[config.mk]
export PLATFORM = sky130hd
export DESIGN_NAME = tgt_write_parity
export DESIGN_NICKNAME = d
export VERILOG_FILES = /design/src/rtl/wpar_pkg.sv /design/src/rtl/wpar_datapath.sv /design/src/rtl/wpar_control.sv /design/src/rtl/tgt_write_parity.sv
export SDC_FILE = /design/constraint.sdc
export NUM_CORES = 1
export LEC_CHECK = 0
export ABC_AREA = 0
export BUFFER_PORTS_ARGS = -buffer_cell sky130_fd_sc_hd__buf_2
export CORE_MARGIN = 4
export CORE_UTILIZATION = 44
export CTS_CLUSTER_SIZE = 24
export DETAILED_ROUTE_END_ITERATION = 10
export PLACE_DENSITY_LB_ADDON = 0.1
export REMOVE_ABC_BUFFERS = 1
export SETUP_SLACK_MARGIN = 0.02
export SLEW_MARGIN = 5
export SYNTH_ARGS = -nofsm -noshare
export SYNTH_HDL_FRONTEND = slang
export SYNTH_SLANG_ARGS = --single-unit
export TNS_END_PERCENT = 5
[constraint.sdc]
create_clock -name clk -period 2 [get_ports clk]
set_clock_uncertainty 0.2 [all_clocks]
set_input_delay 0.5 -clock clk [delete_from_list [all_inputs] [get_ports clk]]
set_output_delay 0.5 -clock clk [all_outputs]
set_load 0.02 [all_outputs]
[src/rtl/wpar_pkg.sv]
package wpar_pkg;

  // What the datapath saw on the previous clock, folded with this clock's PAR
  typedef struct packed {
    logic mismatch;
    logic initRdy;
    logic tgtRdy;
    logic wrSel;
  } phaseObs_t;

  // Strobes from the policy control into the datapath output registers
  typedef struct packed {
    logic perrAssert;
    logic statusSet;
  } ctlStrobe_t;

  localparam int TERM_KINDS = 3;

endpackage

[src/rtl/wpar_datapath.sv]
module wpar_datapath
  import wpar_pkg::*;
#(
  parameter int DATA_W = 32,
  parameter int LANE_W = 8,
  localparam int LANES = DATA_W / LANE_W
) (
  input  logic              clk,
  input  logic              rstN,
  input  logic [DATA_W-1:0] busAd,
  input  logic [LANES-1:0]  busCbeN,
  input  logic              busPar,
  input  logic              initRdyN,
  input  logic              tgtRdyN,
  input  logic              wrPhase,
  input  logic              statClr,
  input  ctlStrobe_t        strobe,
  output phaseObs_t         obs,
  output logic              parErrN,
  output logic              parErrOe,
  output logic              detParErr
);

  logic [DATA_W-1:0] smpAd;
  logic [LANES-1:0]  smpCbe;
  logic              smpIrdy;
  logic              smpTrdy;
  logic              smpWr;
  logic [LANES-1:0]  lanePar;
  logic              perrOn;
  logic              oeOn;
  logic              statBit;

  // One clock of bus history; PAR for these bits arrives on the next edge
  always_ff @(posedge clk) begin
    if (!rstN) begin
      smpAd   <= '0;
      smpCbe  <= '0;
      smpIrdy <= 1'b0;
      smpTrdy <= 1'b0;
      smpWr   <= 1'b0;
    end else begin
      smpAd   <= busAd;
      smpCbe  <= busCbeN;
      smpIrdy <= ~initRdyN;
      smpTrdy <= ~tgtRdyN;
      smpWr   <= wrPhase;
    end
  end

  // Per-lane parity: eight data bits plus that lane's byte-enable bit
  for (genvar ln = 0; ln < LANES; ln++) begin : g_lane
    assign lanePar[ln] = ^{smpAd[ln*LANE_W +: LANE_W], smpCbe[ln]};
  end

  always_comb begin
    obs.mismatch = (^lanePar) ^ busPar;
    obs.initRdy  = smpIrdy;
    obs.tgtRdy   = smpTrdy;
    obs.wrSel    = smpWr;
  end

  // Error line, its enable with a one-clock high tail, and the sticky status
  always_ff @(posedge clk) begin
    if (!rstN) begin
      perrOn  <= 1'b0;
      oeOn    <= 1'b0;
      statBit <= 1'b0;
    end else begin
      perrOn <= strobe.perrAssert;
      oeOn   <= strobe.perrAssert | perrOn;
      if (strobe.statusSet) begin
        statBit <= 1'b1;
      end else if (statClr) begin
        statBit <= 1'b0;
      end
    end
  end

  assign parErrN   = ~perrOn;
  assign parErrOe  = oeOn;
  assign detParErr = statBit;

endmodule

[src/rtl/wpar_control.sv]
module wpar_control
  import wpar_pkg::*;
#(
  parameter int EARLY_REPORT = 0
) (
  input  logic                  clk,
  input  logic                  rstN,
  input  phaseObs_t             obs,
  input  logic                  errRespEn,
  input  logic [TERM_KINDS-1:0] termReq,
  output ctlStrobe_t            strobe,
  output logic [TERM_KINDS-1:0] termGrant
);

  logic allowPhase;
  logic reportEv;
  logic phaseDone;
  logic pending;
  logic pendingNext;

  // Policy choice: which observed clocks may raise a report
  if (EARLY_REPORT != 0) begin : g_early
    assign allowPhase = 1'b1;
  end else begin : g_conservative
    assign allowPhase = obs.tgtRdy;
  end

  assign reportEv  = obs.wrSel & obs.initRdy & obs.mismatch & allowPhase;
  assign phaseDone = obs.initRdy & obs.tgtRdy;

  // Outstanding early report: held until the completing clock has been seen
  assign pendingNext = errRespEn &
                       ((pending & ~phaseDone) | (reportEv & ~obs.tgtRdy));

  always_ff @(posedge clk) begin
    if (!rstN) begin
      pending <= 1'b0;
    end else begin
      pending <= pendingNext;
    end
  end

  always_comb begin
    strobe.perrAssert = errRespEn & (reportEv | pending);
    strobe.statusSet  = reportEv;
  end

  assign termGrant = termReq & {TERM_KINDS{~pending}};

endmodule

[src/rtl/tgt_write_parity.sv]
module tgt_write_parity
  import wpar_pkg::*;
#(
  parameter int DATA_W = 32,
  parameter int EARLY_REPORT = 0,
  localparam int LANES = DATA_W / 8
) (
  input  logic              clk,
  input  logic              rstN,
  input  logic [DATA_W-1:0] busAd,
  input  logic [LANES-1:0]  busCbeN,
  input  logic              busPar,
  input  logic              initRdyN,
  input  logic              tgtRdyN,
  input  logic              wrPhase,
  input  logic              errRespEn,
  input  logic              statClr,
  input  logic              reqRetry,
  input  logic              reqDiscNoData,
  input  logic              reqAbort,
  output logic              parErrN,
  output logic              parErrOe,
  output logic              detParErr,
  output logic              grantRetry,
  output logic              grantDiscNoData,
  output logic              grantAbort
);

  phaseObs_t             obs;
  ctlStrobe_t            strobe;
  logic [TERM_KINDS-1:0] termGrant;

  wpar_datapath #(
    .DATA_W(DATA_W),
    .LANE_W(8)
  ) u_path (
    .clk      (clk),
    .rstN     (rstN),
    .busAd    (busAd),
    .busCbeN  (busCbeN),
    .busPar   (busPar),
    .initRdyN (initRdyN),
    .tgtRdyN  (tgtRdyN),
    .wrPhase  (wrPhase),
    .statClr  (statClr),
    .strobe   (strobe),
    .obs      (obs),
    .parErrN  (parErrN),
    .parErrOe (parErrOe),
    .detParErr(detParErr)
  );

  wpar_control #(
    .EARLY_REPORT(EARLY_REPORT)
  ) u_ctl (
    .clk      (clk),
    .rstN     (rstN),
    .obs      (obs),
    .errRespEn(errRespEn),
    .termReq  ({reqRetry, reqDiscNoData, reqAbort}),
    .strobe   (strobe),
    .termGrant(termGrant)
  );

  assign {grantRetry, grantDiscNoData, grantAbort} = termGrant;

endmodule

# Word-level counts from Yosys, hierarchy flattened
# Index checks and enable logic that the tools add are counted.
dict set report word_totals {
  register_bits 43
  out_inout_bits 6
  inputBits 47
}
dict set report op_classes {
  n_reduce_logical 6
  muxes 2
  n_bitwise 19
}
# op count
set op_table {}
lappend op_table {{$reduce_xor 9->1} 4}
lappend op_table {{$and 1x1->1} 8}
lappend op_table {{$not 1->1} 6}
lappend op_table {{$reduce_xor 4->1} 1}
lappend op_table {{$and 3x3->3} 1}
lappend op_table {{$or 1x1->1} 3}
lappend op_table {{$mux 1} 2}
lappend op_table {{$reduce_bool 2->1} 1}
lappend op_table {{$xor 1x1->1} 1}

# Longest topological paths before layout
# Gate-level depths: netlist of run 1.
dict set report depth {
  depth_word 8
  mapped_depth 6
  depth_no_buf 6
}

# Cells and area by module
# A second synthesis of run 1 with hierarchy kept.
dict set report hier_totals {
  hier_cells 137
  area_unflattened_um2 1549.0
}
# mod seq_area_each_um2 area_per_inst_um2 cells_per_inst n_inst
set by_module_without_submodules {}
lappend by_module_without_submodules {wpar_datapath 840.8 1473.9 128 1}
lappend by_module_without_submodules {wpar_control 20.0 75.1 9 1}

# Worst setup path before layout of run 1
# Ideal clock, no wire load.
dict set report synth_timing {
  path_type {input port to flip-flop}
  start {in busPar}
  end {reg u_path.statBit (netlist: u_path.detParErr)}
  t_arrival_ps 1668
  n_path_buf 0
  setup_time_ps 122
  slack_ps 11
  t_required_ps 1678
  path_stages 5
  cell_sequence {xnor2_1 xnor2_1 xnor2_2 xnor3_1 a221o_1}
}
dict set report synth_via {
  elab_chain_len 4
}
# item line
set synth_lines {}
lappend synth_lines {{start, declared} tgt_write_parity.sv:12} ;# input logic busPar,
lappend synth_lines {{$xor 1x1->1 (*)} wpar_datapath.sv:57} ;# obs.mismatch = (^lanePar) ^ busPar;
lappend synth_lines {{$and 1x1->1 (*) (2 in a row)} wpar_control.sv:28} ;# assign reportEv = obs.wrSel & obs.initRdy & obs.mismatch & allowPhase;
lappend synth_lines {{$mux 1 / $reduce_bool 2->1 (equally long branches)} n/a}
lappend synth_lines {{end signal, assigned} wpar_datapath.sv:68} ;# statBit <= 1'b0;
lappend synth_lines {{end signal, assigned} wpar_datapath.sv:73} ;# statBit <= 1'b1;
lappend synth_lines {{end signal, assigned} wpar_datapath.sv:75} ;# statBit <= 1'b0;
lappend synth_lines {{end, declared} wpar_datapath.sv:32} ;# logic statBit;
# Every way passes the cells marked *; elsewhere a longest branch is shown, timed or not.
# A chain may end at the register's enable or synchronous reset.

# Worst setup path in the final report of run 1
dict set report layout_timing {
  start {reg u_path.smpAd[6]}
  end {reg u_path.statBit (netlist: u_path.detParErr)}
}
dict set report layout_via {
  elab_chain_len 6
}
# item line
set layout_lines {}
lappend layout_lines {{start, declared} wpar_datapath.sv:24} ;# logic [DATA_W-1:0] smpAd;
lappend layout_lines {{start signal, assigned} wpar_datapath.sv:43} ;# smpAd <= busAd;
lappend layout_lines {{$reduce_xor 9->1 (*)} wpar_datapath.sv:53} ;# assign lanePar[ln] = ^{smpAd[ln*LANE_W +: LANE_W], smpCbe[ln]};
lappend layout_lines {{$reduce_xor 4->1 (*)} wpar_datapath.sv:57}
lappend layout_lines {{$xor 1x1->1 (*)} wpar_datapath.sv:57}
lappend layout_lines {{$and 1x1->1 (*) (2 in a row)} wpar_control.sv:28}
lappend layout_lines {{$mux 1 / $reduce_bool 2->1 (equally long branches)} n/a}
# Marked as above.

==> results of run 1 <==
[stage by stage]
stage	setup slack, ns	total power, uW	TNS [ns]	cells	util
after floorplan	0.0108	1190	0	134	-
after global placement	-0.143	1270	-0.314	233	0.558
after detailed placement	-0.152	1280	-0.379	233	0.558
after CTS	0.0469	1640	0	239	0.570
after global routing	0.00640	1720	0	239	0.576
final	0.0989	1630	0	239	0.576
[cell type report]
type / count / area share
multi-input combinational: 89 / 0.365
inverter: 2 / 0.00385
timing repair buffer: 53 / 0.137
clock buffer: 6 / 0.0212
tap: 46 / 0.0295
sequential: 43 / 0.443
[critical path: stages (launching register included)]
cell	delay [ns]
dfxtp_1	0.34
xnor2_2	0.13
xnor2_1	0.13
xnor2_1	0.22
xnor3_2	0.49
a221o_1	0.29
[sequential cells by signal (all words and copies together) (netlist names)]
signal / flops
u_path.smpCbe: 4
u_path.perrOn: 1
u_path.detParErr: 1
u_ctl.pending: 1
u_path.parErrOe: 1
u_path.smpTrdy: 1
u_path.smpWr: 1
u_path.smpIrdy: 1
u_path.smpAd: 32
[kinds of logic after synthesis]
kind of cell    share of synthesized area
buf+inv                            0.0143
simple gates                        0.192
mux                               0.00633
compound gates                     0.0158
xor+xnor                            0.226
flops                               0.545
[cells in the final DEF (no fill, tap or decap), types with 3 or more instances in the layout]
cell and n:
xor2_1 4, nor2b_1 4, dfxtp_2 3, and2_1 37, clkbuf_4 5, xnor3_1 3, buf_2 52, nor2_1 5
xnor2_1 20, dfxtp_1 40, xnor2_2 3
[worst max path at each step]
| stage | to | cells past startpoint |
|---|---|---|
| 2_1_floorplan | u_path.detParErr | 5 |
| 3_3_place_gp | u_path.detParErr | 6 |
| 3_5_place_dp | u_path.detParErr | 6 |
| 4_1_cts | u_path.detParErr | 5 |
| 5_1_grt | u_path.parErrOe | 6 |
| 6_report | u_path.detParErr | 5 |
[layer usage]
metal | vias to the layer above | GRT usage
met5 | - | 0
met4 | 0 | 0.0670
met3 | 8 | 0.0443
met1 | 451 | 0.125
li1 | 533 | -
met2 | 35 | 0.206
[power groups by stage]
| stage | Sequential, uW | Clock (uW) | Combinational [uW] |
|---|---|---|---|
| final | 918 | 358 | 351 |
| after global routing | 924 | 410 | 382 |
| after CTS | 917 | 375 | 344 |
| after detailed placement | 937 | 0 | 343 |
| after global placement | 935 | 0 | 336 |
| after floorplan | 934 | 0 | 260 |
[what timing repair did]
action / 4_1_cts / 5_1_grt
hold endpoints to repair: 0 / 0
setup endpoints to repair: 0 / 3
resized for setup: 0 / 7
buffers inserted: 0 / 0
==> impl_table.tex, run 1 <==
\begin{tabular}{lr}
\hline
Metric & Value \\
\hline
\multicolumn{2}{l}{\textbf{Layout}} \\
Inserted Diodes & 0 \\
Sequential cell area & 865 um\^{}2 \\
Area used by multi-input combinational logic & 713 um\^{}2 \\
Proportion of layout cells with a drive suffix above 1 & 0.337 \\
Number of nets in the layout & 241 \\
Total non-filler cell area in the finished layout & 1950 um\^{}2 \\
Filler Cell Count & 299 \\
Synth-to-layout area growth & 23.5\% \\
\multicolumn{2}{l}{\textbf{CTS}} \\
CTS tree & yes \\
Clock root cell & clkbuf\_4 \\
Maximum level of the CTS H-tree & 2 \\
Clk sinks & 43 \\
Clock slew at the register clock pins of the worst setup and hold paths & 0.11 ns \\
Source-to-sink clock delay at the later pin of the worst-skew pair & 0.33 ns \\
Number of buffers inserted during clock tree synthesis & 5 \\
Deepest clock path buffer count & 2 \\
Hold-fix buffer count after cts & 0 \\
\multicolumn{2}{l}{\textbf{Place}} \\
Placement-stage cell area & 1890 um\^{}2 \\
HPWL after detailed placement & 1900 um \\
Final estimated routing congestion in global placement & 0.629 \\
IO buf count & 52 \\
\multicolumn{2}{l}{\textbf{Routing}} \\
Remaining design rule violation count & 0 \\
Initial DRC Count & 14 \\
Detailed-route vias per instance & 4.30 \\
Detailed route wirelength on metal3 & 187 um \\
Met2 WL & 1180 um \\
Final Routed Wirelength & 2390 um \\
Highest layer used for signal routing & met4 \\
Detail-routed net length per standard cell & 10.0 um \\
Met1 Routed Length & 970 um \\
Routed via count & 1027 \\
Number of detailed-route iterations in the first pass & 4 \\
Number of nets with antenna violations after detailed routing & 0 \\
\multicolumn{2}{l}{\textbf{Critical path}} \\
R2R cell count & 5 \\
Crit path arrival time & 1.94 ns \\
Startpoint of the most critical register-to-register path & u\_path.smpAd[6] \\
CP Max Fanout & 3 \\
CP Data Required Time & 2.04 ns \\
Reg-to-Reg End & u\_path.detParErr \\
Path type of the worst setup path & reg2reg \\
Worst Setup Start Kind & flop \\
FF-to-FF setup slack & 0.1 ns \\
Sort of element at the end of the critical path & flop \\
Startpoint of the most critical setup path & u\_path.smpAd[6] \\
\multicolumn{2}{l}{\textbf{STA}} \\
Total count of hold-check failures in the final report & 0 \\
Fraction of the cycle the final worst path needs & 0.951 \\
Final setup viols & 0 \\
Final worst path period need & 1.90 ns \\
RSZ-0062 raised after global routing & yes \\
Relative max-transition margin & 0.760 \\
Max Transition Viols Final & 0 \\
Worst hold margin & 0.103 ns \\
Tightest Pin Transition & 0.357 ns \\
Fmax & 526 MHz \\
\multicolumn{2}{l}{\textbf{Synthesis}} \\
Synthesis-stage register bit count & 43 \\
Mean cell area of the mapped netlist & 11.5 um\^{}2 \\
Yosys top cell area share & 0.545 \\
Cell types with the highest counts after synthesis & 43 x dfxtp\_1, 37 x and2\_1, 22 x xnor2\_1 \\
Synth warn & 0 \\
Cell count after synthesis & 138 \\
Top post-synthesis cells by area & dfxtp\_1 54\%, and2\_1 15\%, xnor2\_1 12\% \\
Yosys top cell by area & dfxtp\_1 \\
Post-Synthesis Cell Area & 1580 um\^{}2 \\
Sequential fraction of the synthesis area & 0.545 \\
Predominant post-synthesis flop cell & dfxtp\_1 \\
EDFF count, synth & 0 \\
Async SR Flop Fraction & 0 \\
Dominant cell by count in the synthesized netlist & dfxtp\_1 \\
Number of distinct library cell variants in the gate-level netlist after synthesis & 19 \\
\multicolumn{2}{l}{\textbf{Floorplan}} \\
Standard cell core area & 3390 um\^{}2 \\
Area enclosed by the die boundary & 4610 um\^{}2 \\
Die boundary height & 67.9 um \\
Starting density of the core & 0.466 \\
Number of ports placed on the die boundary & 53 \\
Chip Width & 67.9 um \\
Floorplan row count & 21 \\
\multicolumn{2}{l}{\textbf{Run}} \\
Number of max-cap violations & 0 \\
\multicolumn{2}{l}{\textbf{Worst hold path}} \\
Hold Path Sink & u\_path.smpTrdy \\
Cells on Worst Hold Path & 2 \\
Launch point of the worst hold path & tgtRdyN \\
Path category of the worst min-delay check & in2reg \\
\multicolumn{2}{l}{\textbf{Power}} \\
Seq pwr share & 0.564 \\
Comb power frac & 0.216 \\
Sw frac & 0.233 \\
NetSw & 378 uW \\
Clock network fraction of total power & 0.220 \\
Static leakage power & 0.000903 uW \\
Areal power density over the cells & 834 nW/um\^{}2 \\
VDD IR max & 0.440 mV \\
Power Internal & 1250 uW \\
\multicolumn{2}{l}{\textbf{Global route}} \\
All-Layer GR Usage & 0.120 \\
Number of antenna violations at the first check in global routing & 0 \\
Number of global-route vias before repair & 1027 \\
Wire length of the first global-routing pass & 4040 um \\
Global-route congestion overflow total & 0 \\
Largest net degree at the start of global routing & 25 \\
\multicolumn{2}{l}{\textbf{Status}} \\
Result of the run & finished clean \\
\hline
\end{tabular}
Power figures use the tool's default switching activity.
==> inputs of run 2 (changes only) <==
- BUFFER_PORTS_ARGS: -buffer_cell sky130_fd_sc_hd__buf_2 -> not set
- CORE_UTILIZATION: 44 -> 45
- DONT_BUFFER_PORTS: not set -> 1
==> run 2 against run 1 <==
  * Sequential share of layout area grew 6.3 points
  * Final cell count shrank 21%
  * Worst hold slack lost 0.025 ns
  * Largest cell class unchanged
  * Largest power group unchanged
==> impl_table.tex, run 2 (synthesized netlist as in run 1, its figures left out) <==
\begin{tabular}{lr}
\hline
Metric & Value \\
\hline
\multicolumn{2}{l}{\textbf{CTS}} \\
Maximum level of the CTS H-tree & 2 (unchanged) \\
Clk sinks & 43 (unchanged) \\
Number of buffers inserted during clock tree synthesis & 5 (unchanged) \\
Source-to-sink clock delay at the later pin of the worst-skew pair & 0.33 ns (about the same) \\
Clock root cell & clkbuf\_4 \\
CTS tree & yes \\
Clock slew at the register clock pins of the worst setup and hold paths & 0.12 ns (about the same) \\
Post-CTS setup-driven buffer insertion count & 0 (unchanged) \\
Deepest clock path buffer count & 2 (unchanged) \\
\multicolumn{2}{l}{\textbf{Layout}} \\
Register with the most flip-flops & u\_path.smpAd \\
Number of nets in the layout & 190 (-21\%) \\
Registers with the most flip-flops & u\_path.smpAd: 32 flops, u\_path.smpCbe: 4 flops \\
Sequential cell area & 863 um\^{}2 (-0.14\%) \\
Top library cells by usage in the layout, fill and taps aside & 41 x dfxtp\_1, 37 x and2\_1, 21 x xnor2\_1 \\
Proportion of layout cells with a drive suffix above 1 & 0.0833 (-0.253) \\
Leading cell type in the layout, fill and taps excluded & dfxtp\_1 \\
Inserted Diodes & 0 (unchanged) \\
Flip-flop count of the largest register, all copies and words added & 32 (unchanged) \\
Filler Cell Count & 345 (+15\%) \\
Area used by multi-input combinational logic & 704 um\^{}2 (-1.2\%) \\
Synth-to-layout area growth & 7.92\% \\
\multicolumn{2}{l}{\textbf{Routing}} \\
Met2 WL & 957 um (-19\%) \\
Routed via count & 836 (-19\%) \\
Initial DRC Count & 28 (+14) \\
Final Routed Wirelength & 2130 um (-11\%) \\
Highest layer used for signal routing & met4 \\
Remaining design rule violation count & 0 (unchanged) \\
Detail-routed net length per standard cell & 11.2 um (+12\%) \\
Met1 Routed Length & 898 um (-7.4\%) \\
Detailed-route vias per instance & 4.40 (+2.4\%) \\
Number of detailed-route iterations in the first pass & 4 (unchanged) \\
Detailed route wirelength on metal3 & 255 um (+36\%) \\
Number of nets with antenna violations after detailed routing & 0 (unchanged) \\
\multicolumn{2}{l}{\textbf{Critical path}} \\
R2R cell count & 5 (unchanged) \\
FF-to-FF setup slack & 0.11 ns (about the same) \\
Sort of element at the end of the critical path & flop \\
Path type of the worst setup path & reg2reg \\
CP Max Fanout & 3 (unchanged) \\
CP Data Required Time & 2.03 ns (about the same) \\
Reg-to-Reg End & u\_path.detParErr \\
Crit path arrival time & 1.93 ns (about the same) \\
Startpoint of the most critical setup path & u\_path.smpAd[0] \\
Startpoint of the most critical register-to-register path & u\_path.smpAd[0] \\
Worst Setup Start Kind & flop \\
\multicolumn{2}{l}{\textbf{Floorplan}} \\
Chip Width & 67.3 um (-0.99\%) \\
Starting density of the core & 0.470 (+0.00364) \\
Area enclosed by the die boundary & 4520 um\^{}2 (-2.0\%) \\
Floorplan row count & 21 (unchanged) \\
Standard cell core area & 3360 um\^{}2 (-0.78\%) \\
Number of ports placed on the die boundary & 53 (unchanged) \\
Die boundary height & 67.3 um (-0.99\%) \\
\multicolumn{2}{l}{\textbf{Run}} \\
Number of max-cap violations & 0 (unchanged) \\
\multicolumn{2}{l}{\textbf{STA}} \\
Fraction of the cycle the final worst path needs & 0.946 (-0.00422) \\
Fmax & 528 MHz (+0.45\%) \\
Max Transition Viols Final & 0 (unchanged) \\
Final worst path period need & 1.89 ns (-0.00845 ns) \\
Tightest Pin Transition & 0.402 ns (+0.0448 ns) \\
Worst hold margin & 0.0776 ns (-0.0253 ns) \\
Total count of hold-check failures in the final report & 0 (unchanged) \\
RSZ-0062 raised after global routing & yes \\
Final setup viols & 0 (unchanged) \\
Relative max-transition margin & 0.732 (-0.0287) \\
\multicolumn{2}{l}{\textbf{Place}} \\
Final estimated routing congestion in global placement & 0.641 (+1.8\%) \\
HPWL after detailed placement & 1600 um (-16\%) \\
IO buf count & 0 (-100\%) \\
\multicolumn{2}{l}{\textbf{Worst hold path}} \\
Launch point of the worst hold path & rstN \\
Cells on Worst Hold Path & 1 (-1) \\
Path category of the worst min-delay check & in2reg \\
Hold Path Sink & u\_path.smpAd[16] \\
\multicolumn{2}{l}{\textbf{Power}} \\
Static leakage power & 0.000709 uW (-22\%) \\
Power Internal & 1220 uW (-2.7\%) \\
Sw frac & 0.235 (+0.00254) \\
Seq pwr share & 0.577 (+0.013) \\
PnR Total Power & 1590 uW (-2.3\%) \\
Areal power density over the cells & 932 nW/um\^{}2 (+12\%) \\
NetSw & 374 uW (-1.3\%) \\
Clock network fraction of total power & 0.240 (+0.020) \\
Comb power frac & 0.183 (-0.033) \\
VDD IR max & 0.507 mV (+15\%) \\
\multicolumn{2}{l}{\textbf{Global route}} \\
Number of antenna violations at the first check in global routing & 0 (unchanged) \\
All-Layer GR Usage & 0.106 (-0.0137) \\
Wire length of the first global-routing pass & 3370 um (-17\%) \\
Number of global-route vias before repair & 812 (-21\%) \\
Largest net degree at the start of global routing & 43 (+72\%) \\
Global-route congestion overflow total & 0 (unchanged) \\
\multicolumn{2}{l}{\textbf{Status}} \\
Result of the run & finished clean \\
\hline
\end{tabular}
run 2: layer usage:
metal | track usage | up-vias
met1 | 0.109 | 359
met3 | 0.0649 | 2
met5 | 0 | -
li1 | - | 435
met4 | 0.0532 | 0
met2 | 0.169 | 40
run 2: power by group through the flow:
stage / Clock [uW] / Combinational (uW) / Sequential [uW]
global route: 445 / 315 / 921
CTS: 412 / 293 / 918
finish: 381 / 291 / 917
floorplan: 0 / 260 / 934
detailed placement: 0 / 288 / 937
global placement: 0 / 285 / 936
run 2: worst max-delay path: stages (launching register included):
cell and delay [ns]:
dfxtp_1 0.33, xnor2_1 0.25, xnor2_2 0.17, xnor2_2 0.15, xnor3_1 0.38, a221o_1 0.33
run 2: worst max path at each step:
stage,end,cells after the start
after floorplan,u_path.detParErr,5
after global placement,u_path.detParErr,5
after detailed placement,u_path.detParErr,5
after CTS,u_path.detParErr,5
after global routing,u_path.parErrOe,6
final,u_path.detParErr,5
run 2: final cells by class:
class	instances	area share
Multi-Input combinational cell	89	0.413
Clock inverter	3	0.00880
Timing Repair Buffer	2	0.0117
Sequential cell	43	0.506
Clock buffer	5	0.0220
Tap cell	46	0.0337
Inverter	2	0.00440
run 2: repair_timing:
| item | in CTS | in global routing |
|---|---|---|
| resized for setup | 0 | 3 |
| endpoints found under the hold margin | 2 | 0 |
| endpoints found under the setup margin | 0 | 3 |
| hold buffers | 2 | 0 |
run 2: per-stage QoR:
stage	instance area [um^2]	util	std cells	worst slack [ns]	TNS [ns]
final	1710	0.507	190	0.107	0
after global routing	1710	0.507	190	0.00852	0
after CTS	1700	0.504	190	0.0252	0
after detailed placement	1620	0.483	180	-0.0522	-0.108
after global placement	1620	0.483	180	-0.0450	-0.0593
after floorplan	1570	-	134	0.0108	0
